==> src/rtl/fllLockPkg.sv <==
package fllLockPkg;

  typedef struct packed {
    logic clearAll;
    logic openWin;
    logic accumulate;
  } lockStrobe_t;

  function automatic logic [1:0] satBump(input logic [1:0] cnt, input logic hit);
    if (!hit || cnt == 2'b11) return cnt;
    return cnt + 2'd1;
  endfunction

endpackage

==> src/rtl/fllLockDatapath.sv <==
module fllLockDatapath
  import fllLockPkg::*;
#(
  parameter int WIN_CODE0 = 4,
  parameter int WIN_CODE1 = 8,
  parameter int WIN_CODE2 = 16,
  parameter int WIN_CODE3 = 32
) (
  input  logic        sampleClk,
  input  logic        rstN,
  input  logic        incPulse,
  input  logic        decPulse,
  input  logic [1:0]  unlockProg,
  input  lockStrobe_t strobe,
  output logic        incRise,
  output logic        decRise,
  output logic [1:0]  incCnt,
  output logic [1:0]  decCnt,
  output logic        winOn,
  output logic        atLimit
);

  localparam int MAX_LO  = (WIN_CODE0 > WIN_CODE1) ? WIN_CODE0 : WIN_CODE1;
  localparam int MAX_HI  = (WIN_CODE2 > WIN_CODE3) ? WIN_CODE2 : WIN_CODE3;
  localparam int MAX_WIN = (MAX_LO > MAX_HI) ? MAX_LO : MAX_HI;
  localparam int TIMER_W = $clog2(MAX_WIN + 1);

  logic               incPrev;
  logic               decPrev;
  logic [TIMER_W-1:0] timer;
  logic [TIMER_W-1:0] limitSel;

  assign incRise = incPulse & ~incPrev;
  assign decRise = decPulse & ~decPrev;

  always_comb begin
    unique case (unlockProg)
      2'b00:   limitSel = TIMER_W'(WIN_CODE0);
      2'b01:   limitSel = TIMER_W'(WIN_CODE1);
      2'b10:   limitSel = TIMER_W'(WIN_CODE2);
      default: limitSel = TIMER_W'(WIN_CODE3);
    endcase
  end

  assign atLimit = winOn && (timer >= limitSel);

  always_ff @(posedge sampleClk or negedge rstN) begin
    if (!rstN) begin
      incPrev <= 1'b0;
      decPrev <= 1'b0;
    end else begin
      incPrev <= incPulse;
      decPrev <= decPulse;
    end
  end

  always_ff @(posedge sampleClk or negedge rstN) begin
    if (!rstN) begin
      winOn  <= 1'b0;
      incCnt <= 2'd0;
      decCnt <= 2'd0;
      timer  <= '0;
    end else if (strobe.clearAll) begin
      winOn  <= 1'b0;
      incCnt <= 2'd0;
      decCnt <= 2'd0;
      timer  <= '0;
    end else if (strobe.openWin) begin
      winOn  <= 1'b1;
      incCnt <= {1'b0, incRise};
      decCnt <= {1'b0, decRise};
      timer  <= TIMER_W'(1);
    end else if (strobe.accumulate) begin
      incCnt <= satBump(incCnt, incRise);
      decCnt <= satBump(decCnt, decRise);
      timer  <= timer + TIMER_W'(1);
    end
  end

  assert_idle_clear_R9: assert property (@(posedge sampleClk) disable iff (!rstN)
    !winOn |-> (incCnt == 2'd0 && decCnt == 2'd0 && timer == '0));

  assert_single_edge_pending_R7: assert property (@(posedge sampleClk) disable iff (!rstN)
    winOn |-> (incCnt < 2'd2 && decCnt < 2'd2 && timer != '0));

endmodule

==> src/rtl/fllLockCtrl.sv <==
module fllLockCtrl
  import fllLockPkg::*;
(
  input  logic        sampleClk,
  input  logic        rstN,
  input  logic        enable,
  input  logic        searchDone,
  input  logic        incRise,
  input  logic        decRise,
  input  logic [1:0]  incCnt,
  input  logic [1:0]  decCnt,
  input  logic        winOn,
  input  logic        atLimit,
  output lockStrobe_t strobe,
  output logic        lockFlag
);

  logic active;
  logic anyRise;
  logic pairHit;
  logic lockNext;

  assign active  = enable & searchDone;
  assign anyRise = incRise | decRise;
  assign pairHit = (incRise && incCnt == 2'd1) || (decRise && decCnt == 2'd1);

  always_comb begin
    strobe   = '0;
    lockNext = lockFlag;
    if (!active) begin
      strobe.clearAll = 1'b1;
      lockNext        = 1'b0;
    end else if (lockFlag) begin
      strobe.clearAll = 1'b1;
    end else if (!winOn) begin
      strobe.openWin = anyRise;
    end else if (pairHit) begin
      strobe.clearAll = 1'b1;
      lockNext        = 1'b1;
    end else if (atLimit) begin
      strobe.openWin  = anyRise;
      strobe.clearAll = ~anyRise;
    end else begin
      strobe.accumulate = 1'b1;
    end
  end

  always_ff @(posedge sampleClk or negedge rstN) begin
    if (!rstN) lockFlag <= 1'b0;
    else       lockFlag <= lockNext;
  end

  assert_inactive_unlock_R2: assert property (@(posedge sampleClk) disable iff (!rstN)
    !(enable && searchDone) |=> !lockFlag);

  assert_lock_hold_R11: assert property (@(posedge sampleClk) disable iff (!rstN)
    (lockFlag && enable && searchDone) |=> lockFlag);

  assert_lock_cause_R4: assert property (@(posedge sampleClk) disable iff (!rstN)
    $rose(lockFlag) |-> $past(winOn && ((incRise && incCnt == 2'd1) || (decRise && decCnt == 2'd1))));

  assert_strobe_exclusive_R9: assert property (@(posedge sampleClk) disable iff (!rstN)
    $onehot0(strobe));

endmodule

==> src/rtl/fllLockDetect.sv <==
module fllLockDetect
  import fllLockPkg::*;
#(
  parameter int WIN_CODE0 = 4,
  parameter int WIN_CODE1 = 8,
  parameter int WIN_CODE2 = 16,
  parameter int WIN_CODE3 = 32
) (
  input  logic       sampleClk,
  input  logic       rstN,
  input  logic       enable,
  input  logic       searchDone,
  input  logic       incPulse,
  input  logic       decPulse,
  input  logic [1:0] unlockProg,
  output logic       lockFlag
);

  lockStrobe_t strobe;
  logic        incRise;
  logic        decRise;
  logic [1:0]  incCnt;
  logic [1:0]  decCnt;
  logic        winOn;
  logic        atLimit;

  fllLockDatapath #(
    .WIN_CODE0(WIN_CODE0),
    .WIN_CODE1(WIN_CODE1),
    .WIN_CODE2(WIN_CODE2),
    .WIN_CODE3(WIN_CODE3)
  ) dpath_i (
    .sampleClk (sampleClk),
    .rstN      (rstN),
    .incPulse  (incPulse),
    .decPulse  (decPulse),
    .unlockProg(unlockProg),
    .strobe    (strobe),
    .incRise   (incRise),
    .decRise   (decRise),
    .incCnt    (incCnt),
    .decCnt    (decCnt),
    .winOn     (winOn),
    .atLimit   (atLimit)
  );

  fllLockCtrl ctrl_i (
    .sampleClk (sampleClk),
    .rstN      (rstN),
    .enable    (enable),
    .searchDone(searchDone),
    .incRise   (incRise),
    .decRise   (decRise),
    .incCnt    (incCnt),
    .decCnt    (decCnt),
    .winOn     (winOn),
    .atLimit   (atLimit),
    .strobe    (strobe),
    .lockFlag  (lockFlag)
  );

  assert_reset_low_R1: assert property (@(posedge sampleClk)
    !rstN |-> !lockFlag);

endmodule

==> config.mk <==
export PLATFORM = sky130hd
export DESIGN_NAME = fllLockDetect
export DESIGN_NICKNAME = d
export VERILOG_FILES = /design/src/rtl/fllLockPkg.sv /design/src/rtl/fllLockDatapath.sv /design/src/rtl/fllLockCtrl.sv /design/src/rtl/fllLockDetect.sv
export SDC_FILE = /design/constraint.sdc
export NUM_CORES = 1
export LEC_CHECK = 0
export ABC_AREA = 1
export ABC_CLOCK_PERIOD_IN_PS = 2900
export BUFFER_PORTS_ARGS = -buffer_cell sky130_fd_sc_hd__buf_2
export CORE_MARGIN = 5
export CORE_UTILIZATION = 57
export CTS_CLUSTER_SIZE = 25
export DETAILED_ROUTE_END_ITERATION = 12
export GPL_TIMING_DRIVEN = 0
export PLACE_DENSITY = 0.77
export SLEW_MARGIN = 15
export SYNTH_ARGS = -nofsm -noshare
export SYNTH_HDL_FRONTEND = slang
export SYNTH_HIERARCHICAL = 1
export SYNTH_SLANG_ARGS = --single-unit
==> constraint.sdc <==
create_clock -name sampleClk -period 2.9 [get_ports sampleClk]
set_input_delay 0.58 -clock sampleClk [delete_from_list [all_inputs] [get_ports sampleClk]]
set_output_delay 0.58 -clock sampleClk [all_outputs]
set_load 0.05 [all_outputs]
==> results of run 1 <==
[layout make-up]
class	instances	area, um^2	area share
multi-input cells	86	493	0.475
flip-flops and latches	14	350	0.338
inverters	23	86.3	0.0832
repair buffers	8	40.0	0.0386
clock buffers	4	36.3	0.0350
well taps	16	20.0	0.0193
plain buffers	1	11.3	0.0109
[worst max-delay path: cells and delay by family]
kind	cells	cell delay, ns
AO/OA/AOI/OAI	3	0.41
adder cells (fa/ha/maj)	1	0.29
buffers and inverters	6	0.44
AND/OR/NAND/NOR	9	1.04
[stage by stage]
stage	cells	TNS, ns
final	152	0
after global routing	152	0
after CTS	152	0
after detailed placement	148	-0.169
after global placement	148	0
after floorplan	124	0
[layer usage]
metal  up-vias  track usage  share of wire
met5         -            0              0
met4         0       0.0766         0.0085
met3         2       0.0178          0.021
met2         7        0.262           0.50
met1       362        0.183           0.47
li1        419            -              -
[cell usage after synthesis (4+ instances only)]
| library cell | n |
|---|---|
| nand2_1 | 29 |
| nand2_2 | 4 |
| dfrtp_1 | 14 |
| o21ai_0 | 6 |
| inv_1 | 23 |
| ha_1 | 8 |
| nor2_1 | 13 |
| a21oi_1 | 4 |
| nand3_1 | 9 |
| nand4_1 | 4 |
[kinds of logic after synthesis]
group,Yosys count,synth area share
simple gates,65,0.337
buf+inv,24,0.104
flops,14,0.373
compound gates,13,0.0787
fa+ha+maj,8,0.107
[timing repair]
action / 4_1_cts / 5_1_grt
endpoints found under the setup margin: 0 / 2
hold endpoints to repair: 0 / 0
resized for setup: 0 / 1
[state kept, by name, summed over array words and instances, names as in the netlist]
name             count
dpath_i/timer        6
dpath_i/incCnt       2
ctrl_i/lockFlag      1
dpath_i/decCnt       2
dpath_i/incPrev      1
dpath_i/decPrev      1
dpath_i/winOn        1
[where the power goes]
group / leakage, nW / internal, mW / switching [mW] / total [mW]
Clock: 0.0210 / 0.0763 / 0.0630 / 0.139
Combinational: 0.325 / 0.0197 / 0.0337 / 0.0534
Sequential: 0.188 / 0.201 / 0.00425 / 0.205
[cell usage in the layout (no fill, tap or decap), types with 3 or more instances in the layout]
| cell | n |
|---|---|
| a21oi_1 | 4 |
| buf_2 | 8 |
| clkbuf_4 | 3 |
| dfrtp_1 | 14 |
| ha_1 | 8 |
| inv_1 | 23 |
| nand2_1 | 29 |
| nand2_2 | 4 |
| nand3_1 | 9 |
| nand4_1 | 4 |
| nor2_1 | 12 |
| o21ai_0 | 6 |
[how the worst min path moves through the flow]
stage	start	to	slack (ns)	cells past startpoint
after floorplan	rstN	ctrl_i/lockFlag	0.28	0
after global placement	rstN	dpath_i/incPrev	0.49	1
after detailed placement	rstN	dpath_i/incCnt[1]	0.49	1
after CTS	rstN	dpath_i/incCnt[1]	0.18	1
after global routing	rstN	dpath_i/timer[3]	0.18	1
final	rstN	dpath_i/incCnt[1]	0.18	1
==> results.rst, run 1 <==
.. list-table::
   :header-rows: 1

   * - Metric
     - Value
   * - Outcome
     - completed
   * - Transition at the pin with the smallest max-transition slack
     - 0.470 ns
   * - Kind of start point of the critical path
     - input pin
   * - Boundary Pins
     - 9
   * - Layout overhead on the synthesized area
     - 10.5%
   * - Number of buffers on the longest clock path
     - 2
   * - Ratio of cells with drive above 1 in the final layout
     - 0.176
   * - Worst setup slack after layout
     - 0.328 ns
   * - Count of pins over their slew limit
     - 0
   * - First-pass GRT wire length
     - 3060 um
   * - Die Area
     - 2560 um^2
   * - Post-synth top area share
     - 0.373
   * - Placed Instance Area
     - 998 um^2
   * - Max Clock Skew
     - 0.00938 ns
   * - Drc violations
     - 0
   * - TritonCTS clock tree
     - built
   * - Violation count after the first detailed-routing iteration
     - 11
   * - Count of synthesis-stage warnings from yosys
     - 6
   * - Finished Cell Area
     - 1040 um^2
   * - FF-to-FF Start
     - dpath_i/timer[3]
   * - Syn avg cell area
     - 7.57 um^2
   * - Root Buffer Master
     - clkbuf_4
   * - Die Y
     - 50.6 um
   * - Core ar.
     - 1540 um^2
   * - Synth Flop Type
     - dfrtp_1
   * - Insertion delay to the later sink of the worst-skew pair
     - 0.28 ns
   * - Residual antenna-violating net count after detailed routing
     - 0
   * - Overall power
     - 0.398 mW
   * - Clock-pin slew reported for the worst setup and hold paths after clock tree synthesis
     - 0.09 ns
   * - Async set or reset register ratio after synthesis
     - 1.00
   * - Critical Path End Type
     - register
   * - Dominant cells by area after synthesis
     - dfrtp_1, nand2_1, ha_1, inv_1, nor2_1
   * - Cell type with the highest occurrence count on the critical path
     - inv_1
   * - Max Clk Rate
     - 389 MHz
   * - Internal reg-to-reg setup slack
     - 0.57 ns
   * - Number of synthesized register bits
     - 14
   * - Number of nets at the end of the flow
     - 153
   * - Chip Width
     - 50.6 um
   * - Endpoint of the worst register-to-register path
     - dpath_i/incCnt[1]
   * - Maximum number of pins on one net before global-route repair
     - 15
   * - Number of instances in the synthesized netlist
     - 124
   * - Global route total overflow
     - 0
   * - Nets in the synthesized netlist
     - 140
   * - H-tree depth reported by CTS
     - 1
   * - Initial antenna violation count
     - 0
   * - Max rail drop VDD
     - 0.269 mV
   * - Postcts setup bufs
     - 0
   * - Logic depth of the worst register-to-register path
     - 16
   * - Sequential element share of the synthesized area
     - 0.373
   * - Unrepaired setup endpoints after global routing
     - false
   * - Worst-path cell with the longest stage delay
     - ha_1
   * - Number of vias in the routed layout
     - 790
   * - CP Launch Point
     - unlockProg[0]
   * - Share of the core filled with cells in the final layout
     - 0.673
   * - End point of the critical path
     - dpath_i/incCnt[1]
   * - Cell chain of the critical path
     - buf_2 > inv_1 > or2_2 > ha_1 > inv_1 > o21bai_1 > nand2_1 > nand3_1 > nand2_1 > inv_1 > inv_1 > nand2_1 > o21ai_0 > nor2_2 > nor2_4 > nand2_2 > buf_6 > nand4_1 > a21oi_1
   * - Cts bufs inserted
     - 3
   * - Arrival time at the worst endpoint
     - 2.78 ns
   * - Number of buffers added to fix hold violations after cts
     - 0
   * - Time the worst path needs with I/O delays and setup
     - 2.57 ns
   * - WL final
     - 1640 um
   * - CP Data Required Time
     - 3.11 ns
   * - Critical path type
     - input pin to register
   * - Endpoints failing setup
     - 0
   * - Post-synth top area cell
     - dfrtp_1
   * - Tightest slew margin relative to the limit
     - 0.685
   * - Largest incremental delay on the critical path
     - 0.29 ns
   * - Pre-CTS setup slack
     - -0.0749 ns
   * - Buffers added on ports
     - 8
   * - Worst-path maximum fanout
     - 10
   * - Placed wire-length estimate
     - 1290 um
   * - Combined area of all synthesized cells
     - 938 um^2
   * - MaxCap Viol Count
     - 0
   * - Vias in the first global route
     - 764
   * - Lkg Pwr
     - 0.534 nW
   * - Number of enable flip-flop cells after synthesis
     - 0
   * - Final routed wire length divided by cell count
     - 10.8 um
   * - GRT Util Overall
     - 0.152
   * - Detailed-routing iteration count for the pre-antenna-repair pass
     - 4
   * - Number of rows created at floorplan
     - 14
   * - Power per Cell Area
     - 383 nW/um^2
   * - Number of unique standard cell types used by synthesis
     - 20
   * - Final number of hold-violating endpoints
     - 0
   * - # fillers
     - 138
   * - Hold slack final
     - 0.181 ns
   * - Number of clock sinks
     - 14
   * - Diode count
     - 0
   * - Hold WC Path Type
     - input pin to asynchronous set/reset pin
   * - Detail-routed via count per cell
     - 5.20
   * - Initial core utilization
     - 0.609
   * - Gp weighted congestion
     - 0.773
   * - Post-route clock period utilization
     - 0.887
Note: power is estimated with default switching activity, not from simulation.
==> run 2, diff against run 1 <==
--- a/config.mk
+++ b/config.mk
@@ -6,7 +6,7 @@
 export NUM_CORES = 1
 export LEC_CHECK = 0
 export ABC_AREA = 1
-export ABC_CLOCK_PERIOD_IN_PS = 2900
+export ABC_CLOCK_PERIOD_IN_PS = 2400
 export BUFFER_PORTS_ARGS = -buffer_cell sky130_fd_sc_hd__buf_2
 export CORE_MARGIN = 5
 export CORE_UTILIZATION = 57
==> constraint.sdc (replaced) <==
create_clock -name sampleClk -period 2.4 [get_ports sampleClk]
set_input_delay 0.48 -clock sampleClk [delete_from_list [all_inputs] [get_ports sampleClk]]
set_output_delay 0.48 -clock sampleClk [all_outputs]
set_load 0.05 [all_outputs]
==> run 2 against run 1 <==
  * Final area grew 7.8%
  * Critical path depth grew 1
  * Clock skew shrank 0.0085 ns
  * Via count grew 6.5%
  * Sequential power grew 21%
  * Setup slack lost 0.19 ns
  * Critical endpoint is now dpath_i/timer[5]
  * Largest cell class unchanged
  * Non-clock buffer count grew 5
==> results.rst, run 2 (synthesis results as in run 1) <==
.. list-table::
   :header-rows: 1

   * - Metric
     - Value
   * - # fillers
     - 128
   * - Clock share of power
     - 0.342
   * - Drc violations
     - 0
   * - CP Data Required Time
     - 2.61 ns
   * - Unrepaired setup endpoints after global routing
     - true
   * - Ratio of cells with drive above 1 in the final layout
     - 0.248
   * - Sw Pwr
     - 0.128 mW
   * - Finished Cell Area
     - 1120 um^2
   * - Largest regs
     - dpath_i/timer x6, dpath_i/decCnt x2, dpath_i/incCnt x2
   * - Final routed wire length divided by cell count
     - 12.0 um
   * - Post-route clock period utilization
     - 0.944
   * - Violation count after the first detailed-routing iteration
     - 16
   * - Critical path type
     - input pin to register
   * - Worst-path cell with the longest stage delay
     - ha_4
   * - Number of clock sinks
     - 14
   * - Worst-path maximum fanout
     - 5
   * - Core ar.
     - 1540 um^2
   * - Maximum number of pins on one net before global-route repair
     - 15
   * - Number of nets at the end of the flow
     - 158
   * - Initial antenna violation count
     - 0
   * - Gp weighted congestion
     - 0.752
   * - Relative contribution of combinational cells to total power
     - 0.157
   * - Hold WC Path Type
     - input pin to asynchronous set/reset pin
   * - Tightest slew margin relative to the limit
     - 0.622
   * - Total placed cells including tap cells
     - 148
   * - Arrival time at the worst endpoint
     - 2.48 ns
   * - Lkg Pwr
     - 0.570 nW
   * - First-pass GRT wire length
     - 3170 um
   * - Kind of start point of the critical path
     - input pin
   * - Diode count
     - 0
   * - Die Y
     - 50.6 um
   * - Cell chain of the critical path
     - buf_4 > or2_4 > ha_4 > inv_1 > o21bai_1 > nand2_1 > nand3_1 > nand2_1 > inv_1 > inv_1 > nand2_2 > o21ai_2 > nor2_4 > nor2_4 > nand2_2 > buf_6 > nand3b_4 > nand2_2 > nand2_1 > nor2_1
   * - Max Clk Rate
     - 442 MHz
   * - Non-filler instance count after layout
     - 157
   * - Placed Instance Area
     - 1000 um^2
   * - Power per Cell Area
     - 442 nW/um^2
   * - Most frequent cells in the layout
     - nand2_1, inv_1, dfrtp_1
   * - Final number of hold-violating endpoints
     - 0
   * - Chip Width
     - 50.6 um
   * - Detailed-routing iteration count for the pre-antenna-repair pass
     - 4
   * - Die Area
     - 2560 um^2
   * - MaxCap Viol Count
     - 0
   * - Largest register FFs
     - 6
   * - Number of vias in the routed layout
     - 841
   * - H-tree depth reported by CTS
     - 1
   * - Time the worst path needs with I/O delays and setup
     - 2.26 ns
   * - Max rail drop VDD
     - 0.329 mV
   * - TritonCTS clock tree
     - built
   * - Critical Path End Type
     - register
   * - Residual antenna-violating net count after detailed routing
     - 0
   * - Insertion delay to the later sink of the worst-skew pair
     - 0.27 ns
   * - Number of rows created at floorplan
     - 14
   * - Buffers added on ports
     - 8
   * - WL final
     - 1890 um
   * - Layout overhead on the synthesized area
     - 19.2%
   * - Fraction of power spent switching nets
     - 0.260
   * - Placed wire-length estimate
     - 1370 um
   * - Cts bufs inserted
     - 3
   * - Largest incremental delay on the critical path
     - 0.26 ns
   * - Initial core utilization
     - 0.609
   * - Global route total overflow
     - 0
   * - Root Buffer Master
     - clkbuf_4
   * - Number of buffers on the longest clock path
     - 2
   * - Detail-routed via count per cell
     - 5.36
   * - Transition at the pin with the smallest max-transition slack
     - 0.564 ns
   * - Vias in the first global route
     - 789
   * - Boundary Pins
     - 9
   * - Internal power summed over all cells
     - 0.366 mW
   * - Most frequent standard cell in the layout excluding fill and tap cells
     - nand2_1
   * - Clock-pin slew reported for the worst setup and hold paths after clock tree synthesis
     - 0.09 ns
   * - Count of pins over their slew limit
     - 0
   * - Outcome
     - completed
   * - GRT Util Overall
     - 0.154
   * - Max Clock Skew
     - 0.000855 ns
   * - Endpoints failing setup
     - 0
   * - Share of total power in sequential cells
     - 0.501
   * - Register with the highest flop count
     - dpath_i/timer
[run 2: power by group through the flow]
| stage | Clock [mW] | Combinational, mW | Sequential [mW] |
|---|---|---|---|
| CTS | 0.176 | 0.0716 | 0.248 |
| detailed placement | 0 | 0.0660 | 0.252 |
| global route | 0.196 | 0.0887 | 0.249 |
| finish | 0.169 | 0.0778 | 0.248 |
| floorplan | 0 | 0.0455 | 0.251 |
| global placement | 0 | 0.0634 | 0.252 |
[run 2: worst paths after layout]
path	to	slack, ns	start	cells past startpoint
worst max-delay path	dpath_i/timer[5]	0.14	unlockProg[1]	20
worst min-delay path	dpath_i/incCnt[1]	0.09	rstN	1
worst max register to register	dpath_i/timer[5]	0.20	dpath_i/timer[3]	18
worst min register to register	dpath_i/decCnt[1]	0.52	dpath_i/decCnt[1]	2
max in group asynchronous	dpath_i/timer[2]	2.06	rstN	1
min in group sampleClk	dpath_i/incPrev	0.32	incPulse	1
[run 2: layer usage]
layer  GRT usage  routed length [um]
met1       0.180                 820
met2       0.277                 987
met3      0.0385                  68
met4      0.0383                  15
met5           0                   0
[run 2: what timing repair did]
item,in CTS,in global routing
gates cloned,1,0
hold buffers,0,0
gates resized for setup,0,12
setup endpoints to repair,3,10
pin swaps,3,8
endpoints found under the hold margin,0,0
buffers inserted,4,0
[run 2: final cells by class]
class                      instances  area [um^2]  share of cell area
timing repair buffer              13         80.1              0.0716
multi-input combinational         86          534               0.478
clock buffer                       4         36.3              0.0324
tap                               16         20.0              0.0179
sequential                        14          350               0.313
inverter                          23         86.3              0.0772
buffer                             1         11.3              0.0101
[run 2: per-stage QoR]
stage / hold WS (ns) / setup WS [ns] / power (mW) / setup TNS [ns] / utilization
2_1_floorplan: 0.184 / 0.00337 / 0.297 / 0 / -
3_3_place_gp: 0.392 / -0.272 / 0.315 / -2.14 / 0.649
3_5_place_dp: 0.398 / -0.328 / 0.318 / -2.68 / 0.649
4_1_cts: 0.0954 / 0.00286 / 0.495 / 0 / 0.696
5_1_grt: 0.0903 / -0.0422 / 0.533 / -0.130 / 0.726
6_report: 0.0911 / 0.135 / 0.495 / 0 / 0.726
[run 2: worst max-delay path: cells and delay by family]
| family | cells | cell delay, ns |
|---|---|---|
| fa+ha+maj | 1 | 0.26 |
| compound gates | 2 | 0.21 |
| simple gates | 12 | 1.11 |
| buf+inv | 5 | 0.40 |
